### src/rtl/irq_deleg_pkg.sv
package irq_deleg_pkg;

  // Interrupt bit positions inside the pending, enable and delegation words
  localparam int IDX_SSI = 1;
  localparam int IDX_MSI = 3;
  localparam int IDX_STI = 5;
  localparam int IDX_MTI = 7;
  localparam int IDX_SEI = 9;
  localparam int IDX_MEI = 11;

  // Number of interrupt sources that take part in arbitration
  localparam int NUM_SRC = 6;

  typedef enum logic [1:0] {
    PRIV_U = 2'd0,
    PRIV_S = 2'd1,
    PRIV_M = 2'd3
  } priv_e;

  typedef enum logic [1:0] {
    SEL_DELEG = 2'd0,
    SEL_MPEND = 2'd1,
    SEL_SPEND = 2'd2,
    SEL_NONE  = 2'd3
  } csr_sel_e;

endpackage

### src/rtl/irq_rst_sync.sv
module irq_rst_sync #(
  parameter int STAGES = 2
) (
  input  logic clk,
  input  logic rst_n,
  output logic rst_sync_n
);

  logic [STAGES-1:0] sync_q;
  logic [STAGES-1:0] sync_d;

  always_comb begin
    sync_d = {sync_q[STAGES-2:0], 1'b1};
  end

  always_ff @(posedge clk or negedge rst_n) begin
    if (!rst_n) begin
      sync_q <= '0;
    end else begin
      sync_q <= sync_d;
    end
  end

  assign rst_sync_n = sync_q[STAGES-1];

endmodule

### src/rtl/irq_deleg_reg.sv
module irq_deleg_reg #(
  parameter int          W    = 12,
  parameter logic [W-1:0] MASK = 12'h222
) (
  input  logic         clk,
  input  logic         rst_n,
  input  logic         wr_en_i,
  input  logic [W-1:0] wr_data_i,
  output logic [W-1:0] deleg_o
);

  logic [W-1:0] deleg_q;
  logic [W-1:0] deleg_d;

  always_comb begin
    deleg_d = deleg_q;
    if (wr_en_i) begin
      deleg_d = wr_data_i & MASK;
    end
  end

  for (genvar i = 0; i < W; i++) begin : g_bit
    if (MASK[i]) begin : g_store
      always_ff @(posedge clk or negedge rst_n) begin
        if (!rst_n) begin
          deleg_q[i] <= 1'b0;
        end else if (wr_en_i) begin
          deleg_q[i] <= deleg_d[i];
        end
      end
    end else begin : g_zero
      assign deleg_q[i] = 1'b0;
    end
  end

  assign deleg_o = deleg_q;

  AST_DELEG_WRITE_LANDS: assert property (@(posedge clk) disable iff (!rst_n)
    wr_en_i |=> deleg_o == ($past(wr_data_i) & MASK));

  AST_DELEG_HOLDS: assert property (@(posedge clk) disable iff (!rst_n)
    !wr_en_i |=> $stable(deleg_o));

endmodule

### src/rtl/irq_pend_reg.sv
module irq_pend_reg
  import irq_deleg_pkg::*;
#(
  parameter int           W       = 12,
  parameter logic [W-1:0] SW_MASK = 12'h222
) (
  input  logic         clk,
  input  logic         rst_n,
  input  logic         m_wr_i,
  input  logic         s_wr_i,
  input  logic [W-1:0] wr_data_i,
  input  logic [W-1:0] deleg_i,
  input  logic         msoft_i,
  input  logic         mtimer_i,
  input  logic         mext_i,
  input  logic         sext_i,
  output logic [W-1:0] mpend_o
);

  localparam logic [W-1:0] SSI_BIT = W'(1) << IDX_SSI;

  logic [W-1:0] sw_q;
  logic [W-1:0] sw_d;
  logic [W-1:0] line_vec;
  logic         sw_en;

  assign sw_en = m_wr_i | s_wr_i;

  always_comb begin
    sw_d = sw_q;
    if (m_wr_i) begin
      sw_d = wr_data_i & SW_MASK;
    end else if (s_wr_i && deleg_i[IDX_SSI]) begin
      sw_d[IDX_SSI] = wr_data_i[IDX_SSI];
    end
  end

  for (genvar i = 0; i < W; i++) begin : g_bit
    if (SW_MASK[i]) begin : g_store
      always_ff @(posedge clk or negedge rst_n) begin
        if (!rst_n) begin
          sw_q[i] <= 1'b0;
        end else if (sw_en) begin
          sw_q[i] <= sw_d[i];
        end
      end
    end else begin : g_zero
      assign sw_q[i] = 1'b0;
    end
  end

  always_comb begin
    line_vec          = '0;
    line_vec[IDX_MSI] = msoft_i;
    line_vec[IDX_MTI] = mtimer_i;
    line_vec[IDX_MEI] = mext_i;
    line_vec[IDX_SEI] = sext_i;
  end

  assign mpend_o = sw_q | line_vec;

  AST_SPEND_WRITE_SCOPE: assert property (@(posedge clk) disable iff (!rst_n)
    (s_wr_i && !m_wr_i) |=> (sw_q & ~SSI_BIT) == $past(sw_q & ~SSI_BIT));

  AST_SPEND_WRITE_UNDELEG: assert property (@(posedge clk) disable iff (!rst_n)
    (s_wr_i && !m_wr_i && !deleg_i[IDX_SSI]) |=> $stable(sw_q));

  AST_MPEND_WRITE_LANDS: assert property (@(posedge clk) disable iff (!rst_n)
    m_wr_i |=> (sw_q == ($past(wr_data_i) & SW_MASK)));

endmodule

### src/rtl/irq_trap_arb.sv
module irq_trap_arb
  import irq_deleg_pkg::*;
#(
  parameter int W     = 12,
  parameter int IDX_W = $clog2(W)
) (
  input  logic [W-1:0]     pend_i,
  input  logic [W-1:0]     en_i,
  input  logic [W-1:0]     deleg_i,
  input  logic [1:0]       priv_i,
  input  logic             m_gie_i,
  input  logic             s_gie_i,
  output logic             req_o,
  output logic             to_s_o,
  output logic [IDX_W-1:0] idx_o
);

  // Highest priority first: external, software, timer; machine before supervisor
  localparam int ORDER [NUM_SRC] = '{IDX_MEI, IDX_MSI, IDX_MTI, IDX_SEI, IDX_SSI, IDX_STI};

  logic         in_m;
  logic         in_u;
  logic         m_ok;
  logic         s_ok;
  logic [W-1:0] m_cand;
  logic [W-1:0] s_cand;
  logic [W-1:0] pick;
  logic         m_hit;
  logic         s_hit;

  always_comb begin
    in_m   = (priv_i == 2'(PRIV_M));
    in_u   = (priv_i == 2'(PRIV_U));
    m_ok   = !in_m || m_gie_i;
    s_ok   = !in_m && (in_u || s_gie_i);
    m_cand = pend_i & en_i & ~deleg_i & {W{m_ok}};
    s_cand = pend_i & en_i &  deleg_i & {W{s_ok}};
    m_hit  = |m_cand;
    s_hit  = |s_cand;
    pick   = m_hit ? m_cand : s_cand;
  end

  always_comb begin
    idx_o = '0;
    for (int k = NUM_SRC - 1; k >= 0; k--) begin
      if (pick[ORDER[k]]) begin
        idx_o = IDX_W'(ORDER[k]);
      end
    end
  end

  assign req_o  = m_hit | s_hit;
  assign to_s_o = !m_hit && s_hit;

endmodule

### src/rtl/irq_deleg_unit.sv
module irq_deleg_unit
  import irq_deleg_pkg::*;
#(
  parameter int           W          = 12,
  parameter logic [W-1:0] DELEG_MASK = 12'h222,
  parameter logic [W-1:0] SW_MASK    = 12'h222,
  parameter int           IDX_W      = $clog2(W)
) (
  input  logic             clk,
  input  logic             rst_n,
  input  logic [1:0]       priv_i,
  input  logic             m_gie_i,
  input  logic             s_gie_i,
  input  logic [W-1:0]     mie_i,
  input  logic             irq_msoft_i,
  input  logic             irq_mtimer_i,
  input  logic             irq_mext_i,
  input  logic             irq_sext_i,
  input  logic             csr_we_i,
  input  logic [1:0]       csr_sel_i,
  input  logic [W-1:0]     csr_wdata_i,
  output logic [W-1:0]     csr_rdata_o,
  output logic [W-1:0]     sie_o,
  output logic             trap_req_o,
  output logic             trap_to_s_o,
  output logic [IDX_W-1:0] trap_idx_o
);

  csr_sel_e     sel;
  logic         rst_sync_n;
  logic [W-1:0] deleg;
  logic [W-1:0] mpend;
  logic [W-1:0] spend;
  logic         deleg_wr;
  logic         mpend_wr;
  logic         spend_wr;

  assign sel      = csr_sel_e'(csr_sel_i);
  assign deleg_wr = csr_we_i && (sel == SEL_DELEG);
  assign mpend_wr = csr_we_i && (sel == SEL_MPEND);
  assign spend_wr = csr_we_i && (sel == SEL_SPEND);

  irq_rst_sync #(.STAGES(2)) u_rst_sync (
    .clk        (clk),
    .rst_n      (rst_n),
    .rst_sync_n (rst_sync_n)
  );

  irq_deleg_reg #(.W(W), .MASK(DELEG_MASK)) u_deleg (
    .clk       (clk),
    .rst_n     (rst_sync_n),
    .wr_en_i   (deleg_wr),
    .wr_data_i (csr_wdata_i),
    .deleg_o   (deleg)
  );

  irq_pend_reg #(.W(W), .SW_MASK(SW_MASK)) u_pend (
    .clk       (clk),
    .rst_n     (rst_sync_n),
    .m_wr_i    (mpend_wr),
    .s_wr_i    (spend_wr),
    .wr_data_i (csr_wdata_i),
    .deleg_i   (deleg),
    .msoft_i   (irq_msoft_i),
    .mtimer_i  (irq_mtimer_i),
    .mext_i    (irq_mext_i),
    .sext_i    (irq_sext_i),
    .mpend_o   (mpend)
  );

  irq_trap_arb #(.W(W), .IDX_W(IDX_W)) u_arb (
    .pend_i  (mpend),
    .en_i    (mie_i),
    .deleg_i (deleg),
    .priv_i  (priv_i),
    .m_gie_i (m_gie_i),
    .s_gie_i (s_gie_i),
    .req_o   (trap_req_o),
    .to_s_o  (trap_to_s_o),
    .idx_o   (trap_idx_o)
  );

  // Supervisor views keep every bit at its machine position
  assign spend = mpend & deleg;
  assign sie_o = mie_i & deleg;

  always_comb begin
    unique case (sel)
      SEL_DELEG: csr_rdata_o = deleg;
      SEL_MPEND: csr_rdata_o = mpend;
      SEL_SPEND: csr_rdata_o = spend;
      default:   csr_rdata_o = '0;
    endcase
  end

  AST_TRAP_IS_PENDING: assert property (@(posedge clk) disable iff (!rst_sync_n)
    trap_req_o |-> (mpend[trap_idx_o] && mie_i[trap_idx_o]));

  AST_S_TRAP_NOT_FROM_M: assert property (@(posedge clk) disable iff (!rst_sync_n)
    (trap_req_o && trap_to_s_o) |-> (priv_i != 2'(PRIV_M)));

  AST_S_TRAP_DELEGATED: assert property (@(posedge clk) disable iff (!rst_sync_n)
    (trap_req_o && trap_to_s_o) |-> deleg[trap_idx_o]);

  AST_MTI_STAYS_MACHINE: assert property (@(posedge clk) disable iff (!rst_sync_n)
    (trap_req_o && trap_to_s_o) |-> (trap_idx_o != IDX_W'(IDX_MTI)));

  AST_MTIP_SURVIVES_WRITE: assert property (@(posedge clk) disable iff (!rst_sync_n)
    (mpend_wr && irq_mtimer_i) |=> (mpend[IDX_MTI] == irq_mtimer_i));

endmodule

### config.mk
export PLATFORM = sky130hd
export DESIGN_NAME = irq_deleg_unit
export DESIGN_NICKNAME = d
export VERILOG_FILES = /design/src/rtl/irq_deleg_pkg.sv /design/src/rtl/irq_rst_sync.sv /design/src/rtl/irq_deleg_reg.sv /design/src/rtl/irq_pend_reg.sv /design/src/rtl/irq_trap_arb.sv /design/src/rtl/irq_deleg_unit.sv
export SDC_FILE = /design/constraint.sdc
export NUM_CORES = 1
export LEC_CHECK = 0
export BUFFER_PORTS_ARGS = -buffer_cell sky130_fd_sc_hd__buf_2
export CAP_MARGIN = 30
export CORE_MARGIN = 3
export CORE_UTILIZATION = 40
export DETAILED_ROUTE_END_ITERATION = 8
export PLACE_DENSITY = 0.9
export REMOVE_ABC_BUFFERS = 1
export SETUP_SLACK_MARGIN = 0.2
export SLEW_MARGIN = 30
export SYNTH_ARGS = -nofsm -noshare
export SYNTH_HDL_FRONTEND = slang
export SYNTH_SLANG_ARGS = --single-unit
### constraint.sdc
create_clock -name clk -period 2.6 [get_ports clk]
set_clock_uncertainty 0.2 [all_clocks]
set_input_delay 0.52 -clock clk [delete_from_list [all_inputs] [get_ports clk]]
set_output_delay 0.52 -clock clk [all_outputs]
set_load 0.01 [all_outputs]
**Word-level counts from Yosys, hierarchy flattened**

Index checks and enable logic that the tools add are counted.
Widths: inputs -> output; s select.

- Bits in registers: 8
- Input port bits: 37
- Logic and storage cells: 48

- Equality and inequality tests: 3
- Multiplexer cells: 10
- Bitwise gates (word level): 11
- Reductions and logical operators: 17

Operators with widths:

| cell | count |
|---|---|
| $and 12x12->12 | 4 |
| $and 12x10->12 | 3 |
| $pmux 12 s3 | 1 |
| $reduce_or 12->1 | 2 |
| $mux 4 | 4 |
| $mux 12 | 1 |
| $not 10->12 | 1 |
| $or 10x12->12 | 1 |
| $logic_and 1x1->1 | 6 |
| $mux 3 | 2 |
| $eq 2x2->1 const B | 2 |
| $logic_not 2->1 | 2 |
| $reduce_and 2->1 | 2 |
| $eq 2x1->1 const B | 1 |
| $logic_not 1->1 | 2 |
| $logic_or 1x1->1 | 2 |
| $mux 1 | 2 |
| $or 1x1->1 | 2 |
| $reduce_bool 2->1 | 1 |

**Logic depth before layout (Yosys ltp)**

- Word-level depth: 12
- Gate-level depth with buffers: 4

**Modules after synthesis**

Synthesis repeated with hierarchy kept, for this count alone.

- Cell total of the unflattened synthesis: 158
- Area, all modules: 1,253.7 um^2

By module, submodules not included:

| module | instances | cells each | area each (um^2) | seq. area each (um^2) |
|---|---|---|---|---|
| irq_trap_arb | 1 | 63 | 417.9 | 0.0 |
| irq_deleg_unit | 1 | 56 | 387.9 | 0.0 |
| irq_pend_reg | 1 | 20 | 214.0 | 75.1 |
| irq_deleg_reg | 1 | 16 | 180.2 | 75.1 |
| irq_rst_sync | 1 | 3 | 53.8 | 50.0 |

**Worst setup path after synthesis**

OpenSTA, ideal clock, no wires.

- Path type: input-to-output
- Start: in irq_msoft_i
- End: out trap_idx_o[3]
- Arrival time: 1.412 ns
- Path slack: 0.468 ns
- Stages: 3
- Path buffers: 0
- Cells stage by stage: a22o_1 o41a_1 o22ai_2

- Cells in the longest elaborated chain, start to end: 10

RTL lines:

| what | line | text |
|---|---|---|
| start: declaration | irq_deleg_unit.sv:15 | `input logic irq_msoft_i,` |
| $or 10x12->12 (*) | irq_pend_reg.sv:60 | `assign mpend_o = sw_q \| line_vec;` |
| $and 12x12->12 (*) | irq_trap_arb.sv:36, irq_trap_arb.sv:37 |  |
| $and 12x12->12 (2 in series) | irq_trap_arb.sv:36 | `m_cand = pend_i & en_i & ~deleg_i & {W{m_ok}};` |
| $reduce_or 12->1 | irq_trap_arb.sv:38 | `m_hit = \|m_cand;` |
| $mux 12 (*) | irq_trap_arb.sv:40 | `pick = m_hit ? m_cand : s_cand;` |
| $mux 4 (3 in series) | irq_trap_arb.sv:46 | `if (pick[ORDER[k]]) begin` |
| $mux 4 (*) | irq_trap_arb.sv:46 |  |
| end: declaration | irq_deleg_unit.sv:26 | `output logic [IDX_W-1:0] trap_idx_o` |

Every way passes the cells marked *; elsewhere a longest branch is shown, timed or not.

**Worst setup path after layout**

- Start: in m_gie_i
- End: out trap_idx_o[2]

- Cells in the longest elaborated chain, start to end: 10

RTL lines:

| what | line | text |
|---|---|---|
| start: declaration | irq_deleg_unit.sv:12 | `input logic m_gie_i,` |
| $logic_or 1x1->1 (*) | irq_trap_arb.sv:34 | `m_ok = !in_m \|\| m_gie_i;` |
| $and 12x12->12 (*) | irq_trap_arb.sv:36 |  |
| $reduce_or 12->1 | irq_trap_arb.sv:38 |  |
| $mux 12 (*) | irq_trap_arb.sv:40 |  |
| $mux 3 (2 in series) | irq_trap_arb.sv:46 |  |
| $mux 4 (3 in series) | irq_trap_arb.sv:46 |  |
| $mux 4 (*) | irq_trap_arb.sv:46 |  |

Marked as above.

==> flow_metrics.tcl <==
set metrics [dict create \
    cts_buffers 3 \
    async_reset_ff_share_pct 100 \
    syn_area_sq_um 756 \
    track_usage_pct 15.3 \
    worstPathRequired_ns 1.88 \
    power_density_mw_per_mm2 459 \
    crit_start "m_gie_i" \
    htree_levels 1 \
    avgSynthCellArea_sq_um 8.04 \
    gp_congestion 0.780 \
    grt_pass1_vias 776 \
    antenna_cells 0 \
    final_nets 174 \
    synth_seq_area_share_pct 26.5 \
    clk_pin_slew_ns 0.05 \
    endpoint_kind "output port" \
    crit_chain "buf_2 > nand3b_1 > buf_4 > a211oi_1 > o221a_2 > buf_2" \
    grt_pass1_wl_microns 3040 \
    viasPerCell 4.95 \
    fp-row-count 15 \
    multiInputGateArea_sq_um 494 \
    clk_latency_ns 0.24 \
    antenna_found_initial 0 \
    critical_path.most_common_cell "buf_2" \
    dieArea_sq_mm 0.00245 \
    setup_viol 0 \
    die-height_microns 49.5 \
    drc 0 \
    finalHoldViolations 0 \
    io_buffers 36 \
    cpPeakStageDelay_ns 0.29 \
    hold_class "reg2reg" \
    coreArea_sq_mm 0.00176 \
    p_leak_nw 0.514 \
    grt_overflow 0 \
    synth_largest_area_cell "dfrtp_1" \
    num_vias 792 \
    seq_area_sq_um 200 \
    regToRegEndpoint "u_pend.sw_q[1]" \
    dr.pass1.iters 5 \
    cts_root_buf "clkbuf_4" \
    tritoncts "built" \
    ys_ff_latch 8 \
    netlist_top_cells_area "dfrtp_1, buf_4, mux2_2" \
    hpwl_microns 1520 \
    crit_path_max_fanout 6 \
    grt_max_degree 10 \
    drive_gt1_share_pct 37.8 \
    max-clock-path-buffers 2 \
    drt-initial-drc-count 8 \
    period_share_pct 92.7 \
    drt-total-wl_microns 1830 \
    synth_ff_type "dfrtp_1" \
    synth-edff-count 0 \
    ant_nets 0 \
    critical_path_arrival_ns 1.69 \
    fmax_ghz 0.415 \
    pin_count 67 \
    clock-sinks 8 \
    wl_per_cell_microns 11.4 \
    ys_warn_count 0 \
    status "completed" \
    period_minus_slack_ns 2.41 \
    netlist.area_leader.share_pct 26.5 \
    rr_worst_depth 4 \
    reg2reg_setup_slack_ns 1.24 \
    regToRegStartpoint "u_deleg.deleg_o[1]" \
    ir_drop_uv 278 \
    cp_slowest_cell "nand3b_1" \
    maxCapViolations 0 \
    fin_tns_setup_ns 0 \
    crit_path_end "trap_idx_o[2]" \
    synthCells 94 \
    start_kind "input port" \
    start_util_pct 42.8 \
    fin_hold_ws_ns 0.148 \
    nFillCells 176 \
    synth_cell_types 31 \
    grt_setup_unrepaired "true" \
    slew_violations 0 \
    die_w_microns 49.5 \
    syn_to_final_growth_pct 27.5 \
    worstSetupPathType "in2out" \
]
[worst min path at each step]
stage                     depth (start not counted)  slack (ns)                  from              endpoint
after floorplan                                   0       -0.13  u_rst_sync.sync_q[1]    u_deleg.deleg_o[1]
after global placement                            0       -0.12  u_rst_sync.sync_q[1]    u_deleg.deleg_o[1]
final                                             0        0.15  u_rst_sync.sync_q[0]  u_rst_sync.sync_q[1]
after CTS                                         0        0.15  u_rst_sync.sync_q[0]  u_rst_sync.sync_q[1]
after detailed placement                          0       -0.11  u_rst_sync.sync_q[1]    u_deleg.deleg_o[9]
after global routing                              0        0.16  u_rst_sync.sync_q[0]  u_rst_sync.sync_q[1]
[flip-flops by register name, indices dropped and copies added (netlist names)]
name,count
u_deleg.deleg_o,3
u_pend.sw_q,3
u_rst_sync.sync_q,2
[cells in the final DEF, fill, tap and decap left out, drive strengths merged, types with 3 or more instances in the layout]
master  instances
nor2            4
nand3           3
o21ai           3
and2            7
dfrtp           8
nor2b           5
a21oi           3
nand2          14
o22ai           3
conb           16
nand2b          4
clkbuf          3
buf            37
mux2            5
[what timing repair did]
item / 4_1_cts / 5_1_grt
setup endpoints to repair: 1 / 5
gates cloned: 0 / 0
resized for setup: 0 / 2
endpoints found under the hold margin: 8 / 0
buffers inserted: 0 / 1
hold buffers: 2 / 0
pin swaps: 1 / 0
[kinds of logic after synthesis]
| group | share of synthesized area [%] |
|---|---|
| and+or+nand+nor | 27.5 |
| AOI/OAI and AO/OA | 21.7 |
| buffers and inverters | 15.9 |
| DFF | 26.5 |
| muxes | 7.45 |
| other | 0.994 |
[synth_stat cells, types with 2 or more instances]
| cell type | number |
|---|---|
| a21oi_1 | 3 |
| dfrtp_1 | 8 |
| conb_1 | 2 |
| mux2_2 | 5 |
| buf_4 | 15 |
| o21ai_0 | 2 |
| nor2b_1 | 5 |
| a211oi_1 | 2 |
| nand2_1 | 14 |
| nand3_1 | 3 |
| nand2b_1 | 4 |
| and2_1 | 6 |
| o22ai_1 | 2 |
| nor2_1 | 4 |
| inv_1 | 2 |
| a22oi_1 | 2 |
[per-layer routing]
layer | global-route usage [%] | vias up | wire length, microns
met2 | 31.3 | 35 | 1060
met4 | 5.99 | 0 | 14
met3 | 3.32 | 2 | 149
met5 | 0 | - | 0
li1 | - | 383 | -
met1 | 14.2 | 372 | 610
[area by class of cell]
class	count	share of cell area, %
sequential	8	20.8
multi-input combinational	83	51.3
inverter	2	0.779
tap	25	3.25
clock buffer	3	2.34
timing repair buffer	39	21.6
[worst max-delay path: cells and delay by family]
kind / cells / cell delay [ns]
buf+inv: 3 / 0.44
compound gates: 2 / 0.43
simple gates: 1 / 0.29
[power by group]
group / total, mW / internal [mW] / leakage (nW) / switching [mW]
combinational: 0.186 / 0.0886 / 0.407 / 0.0978
sequential: 0.169 / 0.145 / 0.0937 / 0.0245
clock: 0.0863 / 0.0523 / 0.0138 / 0.0341
[stage by stage]
step | setup WS [ns] | cells | util, % | area, sq um | power (mW)
after floorplan | 0.468 | 93 | - | 696 | 0.282
after detailed placement | 0.199 | 154 | 51.4 | 907 | 0.351
after CTS | 0.201 | 159 | 53.8 | 950 | 0.445
after global placement | 0.209 | 154 | 51.4 | 907 | 0.342
after global routing | 0.122 | 160 | 54.6 | 963 | 0.482
final | 0.191 | 160 | 54.6 | 963 | 0.442
Note: power is estimated with default switching activity, not from simulation.
